==> src/rtl/rail_seq_pkg.sv <==
package rail_seq_pkg;

  typedef enum logic [2:0] {
    SQ_OFF,
    SQ_HELD,
    SQ_LOCK,
    SQ_RAMPON,
    SQ_SETTLE,
    SQ_RUN,
    SQ_RAMPOFF
  } seq_state_t;

  typedef enum logic [1:0] {
    CH_IDLE,
    CH_ON_CNT,
    CH_OFF_CNT
  } chan_mode_t;

endpackage

==> src/rtl/sig_filter.sv <==
module sig_filter #(
  parameter int FILT_CYC = 700,
  parameter bit RST_VAL  = 1'b0
) (
  input  logic clk,
  input  logic rst,
  input  logic din,
  output logic dout
);
  localparam int FW = $clog2(FILT_CYC + 1);
  localparam logic [FW-1:0] LAST = FW'(FILT_CYC - 1);

  logic          smp;
  logic [FW-1:0] cnt;

  always_ff @(posedge clk) begin
    if (rst) begin
      smp  <= RST_VAL;
      dout <= RST_VAL;
      cnt  <= '0;
    end else begin
      smp <= din;
      if (smp == dout) begin
        cnt <= '0;
      end else if (cnt == LAST) begin
        dout <= smp;
        cnt  <= '0;
      end else begin
        cnt <= cnt + 1'b1;
      end
    end
  end

  AST_FILT_HOLD: assert property (@(posedge clk) disable iff (rst)
    (smp == dout) |=> $stable(dout));

endmodule

==> src/rtl/rail_chan.sv <==
module rail_chan
  import rail_seq_pkg::*;
#(
  parameter int DW = 24
) (
  input  logic          clk,
  input  logic          rst,
  input  logic          start_on,
  input  logic          start_off,
  input  logic          force_off,
  input  logic [DW-1:0] on_dly,
  input  logic [DW-1:0] off_dly,
  output logic          gate_en,
  output logic          fast_dis,
  output logic          off_final
);
  chan_mode_t    mode;
  logic [DW-1:0] cnt;

  // idle, or the off timer expires at the coming edge
  assign off_final = (mode != CH_OFF_CNT) || (cnt == DW'(1));

  always_ff @(posedge clk) begin
    if (rst) begin
      mode     <= CH_IDLE;
      cnt      <= '0;
      gate_en  <= 1'b0;
      fast_dis <= 1'b0;
    end else if (force_off) begin
      mode     <= CH_IDLE;
      cnt      <= '0;
      gate_en  <= 1'b0;
      fast_dis <= 1'b1;
    end else if (start_on) begin
      fast_dis <= 1'b0;
      if (on_dly == '0) begin
        gate_en <= 1'b1;
        mode    <= CH_IDLE;
      end else begin
        cnt  <= on_dly;
        mode <= CH_ON_CNT;
      end
    end else if (start_off) begin
      if (off_dly == '0) begin
        gate_en <= 1'b0;
        mode    <= CH_IDLE;
      end else begin
        cnt  <= off_dly;
        mode <= CH_OFF_CNT;
      end
    end else begin
      case (mode)
        CH_ON_CNT: begin
          if (cnt == DW'(1)) begin
            gate_en <= 1'b1;
            mode    <= CH_IDLE;
          end else begin
            cnt <= cnt - 1'b1;
          end
        end
        CH_OFF_CNT: begin
          if (cnt == DW'(1)) begin
            gate_en <= 1'b0;
            mode    <= CH_IDLE;
          end else begin
            cnt <= cnt - 1'b1;
          end
        end
        default: ;
      endcase
    end
  end

  AST_FORCE_CLEARS: assert property (@(posedge clk) disable iff (rst)
    force_off |=> (!gate_en && fast_dis));
  AST_ZERO_ON: assert property (@(posedge clk) disable iff (rst)
    (start_on && !force_off && on_dly == '0) |=> gate_en);
  AST_ZERO_OFF: assert property (@(posedge clk) disable iff (rst)
    (start_off && !start_on && !force_off && off_dly == '0) |=> !gate_en);

endmodule

==> src/rtl/rail_seq_ctrl.sv <==
module rail_seq_ctrl
  import rail_seq_pkg::*;
#(
  parameter int NRAIL      = 4,
  parameter int DW         = 24,
  parameter int FILT_CYC   = 700,
  parameter int LOCK_CYC   = 1_000_000,
  parameter int RSTD_CYC   = 16_000_000,
  parameter bit EN_ACT_LOW = 1'b0
) (
  input  logic                clk,
  input  logic                rst,
  input  logic                en_in,
  input  logic [NRAIL-1:0]    rail_good,
  input  logic [NRAIL*DW-1:0] on_dly,
  input  logic [NRAIL*DW-1:0] off_dly,
  input  logic [NRAIL-1:0]    gate_full_on,
  input  logic                sysrst_in,
  output logic [NRAIL-1:0]    gate_en,
  output logic [NRAIL-1:0]    fast_dis,
  output logic                sysrst_pull,
  output logic                rst_n_out
);
  localparam int TMAX = (LOCK_CYC > RSTD_CYC) ? LOCK_CYC : RSTD_CYC;
  localparam int TW   = $clog2(TMAX + 1);
  localparam logic [TW-1:0] LOCK_END = TW'(LOCK_CYC - 1);
  localparam logic [TW-1:0] RSTD_END = TW'(RSTD_CYC - 1);

  logic [NRAIL-1:0] ok_f;
  logic [NRAIL-1:0] off_final;
  logic             en_f;
  logic             en_pol;
  logic             all_ok, sat, kill, all_off_soon;
  logic             bus_s, pull_d;
  logic             start_on, start_off, force_off;
  seq_state_t       st, nxt;
  logic [TW-1:0]    tmr;

  assign en_pol = EN_ACT_LOW ? ~en_in : en_in;

  sig_filter #(.FILT_CYC(FILT_CYC), .RST_VAL(1'b0)) u_en_filt (
    .clk(clk), .rst(rst), .din(en_pol), .dout(en_f)
  );

  for (genvar i = 0; i < NRAIL; i++) begin : g_rail
    sig_filter #(.FILT_CYC(FILT_CYC), .RST_VAL(1'b0)) u_filt (
      .clk(clk), .rst(rst), .din(rail_good[i]), .dout(ok_f[i])
    );
    rail_chan #(.DW(DW)) u_chan (
      .clk       (clk),
      .rst       (rst),
      .start_on  (start_on),
      .start_off (start_off),
      .force_off (force_off),
      .on_dly    (on_dly[i*DW +: DW]),
      .off_dly   (off_dly[i*DW +: DW]),
      .gate_en   (gate_en[i]),
      .fast_dis  (fast_dis[i]),
      .off_final (off_final[i])
    );
  end

  assign all_ok       = &ok_f;
  assign sat          = all_ok & en_f;
  assign kill         = ~bus_s | ~all_ok;
  assign all_off_soon = &off_final;

  always_comb begin
    nxt = st;
    case (st)
      SQ_OFF: begin
        if (sat) begin
          if (bus_s)        nxt = SQ_LOCK;
          else if (!pull_d) nxt = SQ_HELD;   // bus low, not by this block
        end
      end
      SQ_HELD: begin
        if (!sat)       nxt = SQ_OFF;
        else if (bus_s) nxt = SQ_RAMPON;     // zero-wait start
      end
      SQ_LOCK: begin
        if (kill || !en_f)     nxt = SQ_OFF;
        else if (tmr == LOCK_END) nxt = SQ_RAMPON;
      end
      SQ_RAMPON: begin
        if (kill)       nxt = SQ_OFF;
        else if (!en_f) nxt = SQ_RAMPOFF;
        else if ((&gate_en) && (&gate_full_on)) nxt = SQ_SETTLE;
      end
      SQ_SETTLE: begin
        if (kill)       nxt = SQ_OFF;
        else if (!en_f) nxt = SQ_RAMPOFF;
        else if (tmr == RSTD_END) nxt = SQ_RUN;
      end
      SQ_RUN: begin
        if (kill)       nxt = SQ_OFF;
        else if (!en_f) nxt = SQ_RAMPOFF;
      end
      SQ_RAMPOFF: begin
        if (kill || all_off_soon) nxt = SQ_OFF;
      end
      default: nxt = SQ_OFF;
    endcase
  end

  assign force_off = kill && (st inside {SQ_LOCK, SQ_RAMPON, SQ_SETTLE, SQ_RUN, SQ_RAMPOFF});
  assign start_on  = (nxt == SQ_RAMPON)  && (st != SQ_RAMPON);
  assign start_off = (nxt == SQ_RAMPOFF) && (st != SQ_RAMPOFF);

  always_ff @(posedge clk) begin
    if (rst) begin
      st          <= SQ_OFF;
      tmr         <= '0;
      bus_s       <= 1'b0;
      pull_d      <= 1'b1;
      sysrst_pull <= 1'b1;
      rst_n_out   <= 1'b0;
    end else begin
      st          <= nxt;
      bus_s       <= sysrst_in;
      pull_d      <= sysrst_pull;
      sysrst_pull <= ~all_ok | (~en_f & (nxt == SQ_OFF));
      rst_n_out   <= (nxt == SQ_RUN);
      if (nxt != st)                            tmr <= '0;
      else if (st == SQ_LOCK || st == SQ_SETTLE) tmr <= tmr + 1'b1;
    end
  end

  AST_BUS_KILL: assert property (@(posedge clk) disable iff (rst)
    !bus_s |=> (gate_en == '0));
  AST_BUS_RSTN: assert property (@(posedge clk) disable iff (rst)
    !bus_s |=> !rst_n_out);
  AST_FAULT_PULL: assert property (@(posedge clk) disable iff (rst)
    !all_ok |=> sysrst_pull);
  AST_RUN_GATES: assert property (@(posedge clk) disable iff (rst)
    rst_n_out |-> (&gate_en));
  AST_LOCK_QUIET: assert property (@(posedge clk) disable iff (rst)
    (st == SQ_LOCK) |-> (gate_en == '0));
  AST_NO_EN_NO_GATE: assert property (@(posedge clk) disable iff (rst)
    (st == SQ_OFF && !en_f) |-> (gate_en == '0));

endmodule

==> config.mk <==
export PLATFORM = sky130hd
export DESIGN_NAME = rail_seq_ctrl
export DESIGN_NICKNAME = d
export VERILOG_FILES = /design/src/rtl/rail_seq_pkg.sv /design/src/rtl/sig_filter.sv /design/src/rtl/rail_chan.sv /design/src/rtl/rail_seq_ctrl.sv
export SDC_FILE = /design/constraint.sdc
export NUM_CORES = 1
export LEC_CHECK = 0
export ABC_AREA = 1
export CAP_MARGIN = 20
export CORE_MARGIN = 2
export CORE_UTILIZATION = 70
export DETAILED_ROUTE_END_ITERATION = 10
export DONT_BUFFER_PORTS = 1
export GPL_ROUTABILITY_DRIVEN = 0
export PLACE_DENSITY_LB_ADDON = 0.25
export SETUP_SLACK_MARGIN = 0.15
export SLEW_MARGIN = 40
export SYNTH_ARGS = -nofsm -noshare
export SYNTH_HDL_FRONTEND = slang
export SYNTH_SLANG_ARGS = --single-unit
==> constraint.sdc <==
create_clock -name clk -period 3.9 [get_ports clk]
set_input_delay 0.195 -clock clk [delete_from_list [all_inputs] [get_ports clk]]
set_output_delay 0.195 -clock clk [all_outputs]
set_load 0.05 [all_outputs]
==> results.txt <==
----------------------------------------------------
[Synthesis]
  Mapped Avg Cell Area ... 6.36 sq um
  Number of synthesis warnings ... 0
  Sequential share of the synthesized area ... 29.7%
  Library cell with the largest summed area after synthesis ... sky130_fd_sc_hd__dfxtp_1
  Post-synthesis net count ... 2343
  Yosys cell types ... 44
  Leading cell types by total area after synthesis ... sky130_fd_sc_hd__dfxtp_1 (30%), sky130_fd_sc_hd__nor2_1 (12%), sky130_fd_sc_hd__nand2_1 (12%)
  Proportion of netlist area held by the largest area contributor ... 29.7%
  Post-synthesis sequential element count ... 200
  Post-synthesis cell area ... 13500 sq um
  Post-synthesis instance total ... 2117

[Critical path]
  Critical path data required time ... 4.29 ns
  Endpoint type of the worst setup path ... flop
  Series of cell instances along the critical path ... nand2_1 -> nor2_2 -> inv_4 -> nand2_1 -> nand2_1 -> nand2_1 -> nand2_1 -> nand3_1 -> nor2_2 -> inv_2 -> nand3_2 -> nand2_4 -> buf_4 -> nor2_4 -> a21oi_4 -> nor2_1 -> nor2_1
  Crit path DAT ... 3.88 ns
  Critical Setup Path Class ... flop to flop
  Critical Path Source Type ... flop
  Crit path top cell by count ... sky130_fd_sc_hd__nand2_1
  Standard cell with the maximum stage delay on the critical path ... sky130_fd_sc_hd__a21oi_4
  CP peak stage delay ... 0.55 ns
  Biggest fanout along the worst timing path ... 32

[Finish]
  Count of antenna diodes in the layout ... 0
  Nets ... 2309
  Post-synthesis to final-layout area growth ... 6.24%
  Fraction of layout instances using a drive strength above 1 ... 5.06%
  Sequential cell area ... 4010 sq um
  Multi-input logic area ... 8170 sq um
  Number of filler instances in the final layout ... 1456
  Non-filler instance count after layout ... 2330

[STA]
  Post-route clock period utilization ... 89.7%
  Final setup vio count ... 0
  Post-route setup TNS ... 0 ns
  Final Hold Fails ... 0
  Unrepaired setup endpoints after global routing ... no
  Slew Limit Fails ... 0
  Worst Tran Pin Value ... 0.682 ns
  Worst hold margin ... 0.000803 ns
  Slew margin rel. ... 54.4%
  Max Clock Freq ... 286 MHz
  Clock period minus worst slack ... 3.50 ns
  Final clock skew ... 0.0135 ns

[Die]
  Area enclosed by the die boundary ... 20400 sq um
  Std cell rows ... 50
  Total I/O pin count ... 214
  Horizontal extent of the die ... 143 microns
  Effective utilization at floorplan ... 71.7%
  Total core area ... 18800 sq um
  Floorplan die height ... 143 microns

[CTS]
  Maximum clock path buffer count ... 2
  Total clock buffers created by CTS ... 17
  CTS tree ... done
  Root buffer cell ... sky130_fd_sc_hd__clkbuf_16
  Skew-Pair Late Insertion Delay ... 0.45 ns
  TritonCTS Sinks ... 200
  Post-CTS repair timing setup buffer count ... 0
  Clk pin slew, worst setup/hold paths ... 0.08 ns
  Max H-tree Level ... 4

[Run status]
  Status ... completed

[Pwr]
  Total power ... 0.00397 W
  Leakage power ... 6.28 nW
  Maximum vdd ir drop ... 0.309 mV
  Power density cells ... 277 nW/um^2

[Detailed routing]
  Routed Antenna Nets ... 0
  DRC errors left ... 0
  Initial DRC count ... 1326
  Number of detailed-routing iterations run before antenna repair ... 8
  Routed wirelength normalized by instance count ... 15.9 microns
  Via count normalized by instance count ... 6.00
  Final WL ... 37100 microns
  Total number of vias ... 13991

[Placement]
  Cell total after placement ... 2282
  IO Port Bufs ... 0
  Final HPWL DP ... 26800 microns

[Global route]
  Sum of overflow across all layers after global routing ... 0
  Vias in the first global route ... 13178
  Number of antenna violations at the first check in global routing ... 0
  Pin count of the biggest net entering global routing ... 50
  Overall global routing resource usage ... 35.8%
  Global-route wire length before repair ... 59400 microns

[Flow run]
  Max cap viols ... 0

[Worst hold path]
  Hold/Removal Path Class ... input pin to flop

----------------------------------------------------
## layout by cell type (no fill, tap or decap), drive strengths merged
master	n
a21boi	2
a21oi	34
a31oi	5
and2	1
and3	2
buf	20
clkbuf	17
clkinv	9
dfxtp	200
dlygate4sd3	15
ha	22
inv	236
mux2i	1
nand2	440
nand3	197
nand3b	31
nand4	63
nor2	456
nor3	44
nor3b	14
nor4	52
o2111ai	1
o211ai	64
o21ai	30
o21bai	3
or2	12
or4	1
xnor2	24
xor2	100
## per-stage QoR
| step | area, sq um | util [%] | worst slack (ns) |
|---|---|---|---|
| 3_3_place_gp | 13500 | 71.9 | 0.679 |
| 2_1_floorplan | 13500 | - | 1.63 |
| 3_5_place_dp | 13500 | 72.0 | 0.525 |
| 6_report | 14300 | 76.2 | 0.403 |
| 4_1_cts | 14300 | 76.0 | 0.456 |
| 5_1_grt | 14300 | 76.2 | 0.189 |
## Yosys cell counts (all sizes together)
master / number
inv: 229
and2: 1
o2111ai: 1
buf: 62
nor2: 456
a21oi: 34
or4: 1
o211ai: 64
xor2: 100
dfxtp: 200
xnor2: 24
or2: 12
nor3: 44
nor4: 52
ha: 22
and3: 2
nor3b: 14
mux2i: 1
nand3: 197
o21bai: 3
clkbuf: 26
nand4: 63
o21ai: 30
a21boi: 2
nand2: 440
nand3b: 31
clkinv: 1
a31oi: 5
## flip-flops by register name, indices dropped and copies added (netlist names)
name                    cells
g_rail.u_chan.cnt          96
g_rail.u_filt.cnt          40
tmr                        24
u_en_filt.cnt              10
g_rail.u_chan.mode          8
g_rail.u_chan.gate_en       4
g_rail.u_filt.dout          4
g_rail.u_filt.smp           4
st                          3
bus_s                       1
g_rail.u_chan.fast_dis      1
pull_d                      1
rst_n_out                   1
sysrst_pull                 1
u_en_filt.dout              1
u_en_filt.smp               1
## final timing paths
path                     from                  endpoint  slack, ns  cells past startpoint
max                     st[1]  g_rail[3].u_chan.cnt[16]       0.40                     17
min               off_dly[79]   g_rail[3].u_chan.cnt[7]     0.0008                      4
max reg2reg             st[1]  g_rail[3].u_chan.cnt[16]       0.40                     17
min reg2reg  u_en_filt.cnt[0]          u_en_filt.cnt[0]       0.45                      1
## power by group
part           total, W  internal, W  switching, W
clock network   0.00182     0.000879      0.000936
logic          0.000101    0.0000352     0.0000653
registers       0.00205      0.00205    0.00000430
## worst max-delay path: cells and delay by family, from the launching register on
kind | cells | cell delay, ns
AOI/OAI and AO/OA | 1 | 0.55
buffers and inverters | 3 | 0.81
DFF | 1 | 0.48
and+or+nand+nor | 13 | 1.56
## timing repair
action / 4_1_cts / 5_1_grt
gates resized for setup: 0 / 1
hold buffers: 14 / 1
endpoints found under the hold margin: 20 / 12
endpoints found under the setup margin: 0 / 1
## cell type report
class	count	area share, %
sequential	200	28.0
inverter	230	6.09
timing repair buffer	35	2.41
tap	234	2.05
multi-input combinational	1599	57.1
clock buffer	17	2.97
clock inverter	15	1.33
## per-layer routing
layer | up-vias | global-route usage (%) | share of wire, %
met5 | - | 0 | 0
met4 | 0 | 17.9 | 4.6
met3 | 136 | 6.30 | 9.1
met2 | 727 | 61.6 | 47
met1 | 6346 | 43.0 | 39
li1 | 6782 | - | -
## cell families after synthesis
family	synth area share [%]
fa+ha+maj	2.04
compound gates	6.83
mux	0.0743
flops	29.7
buf+inv	9.72
xor+xnor	8.07
simple gates	43.5
Note: power is estimated with default switching activity, not from simulation.
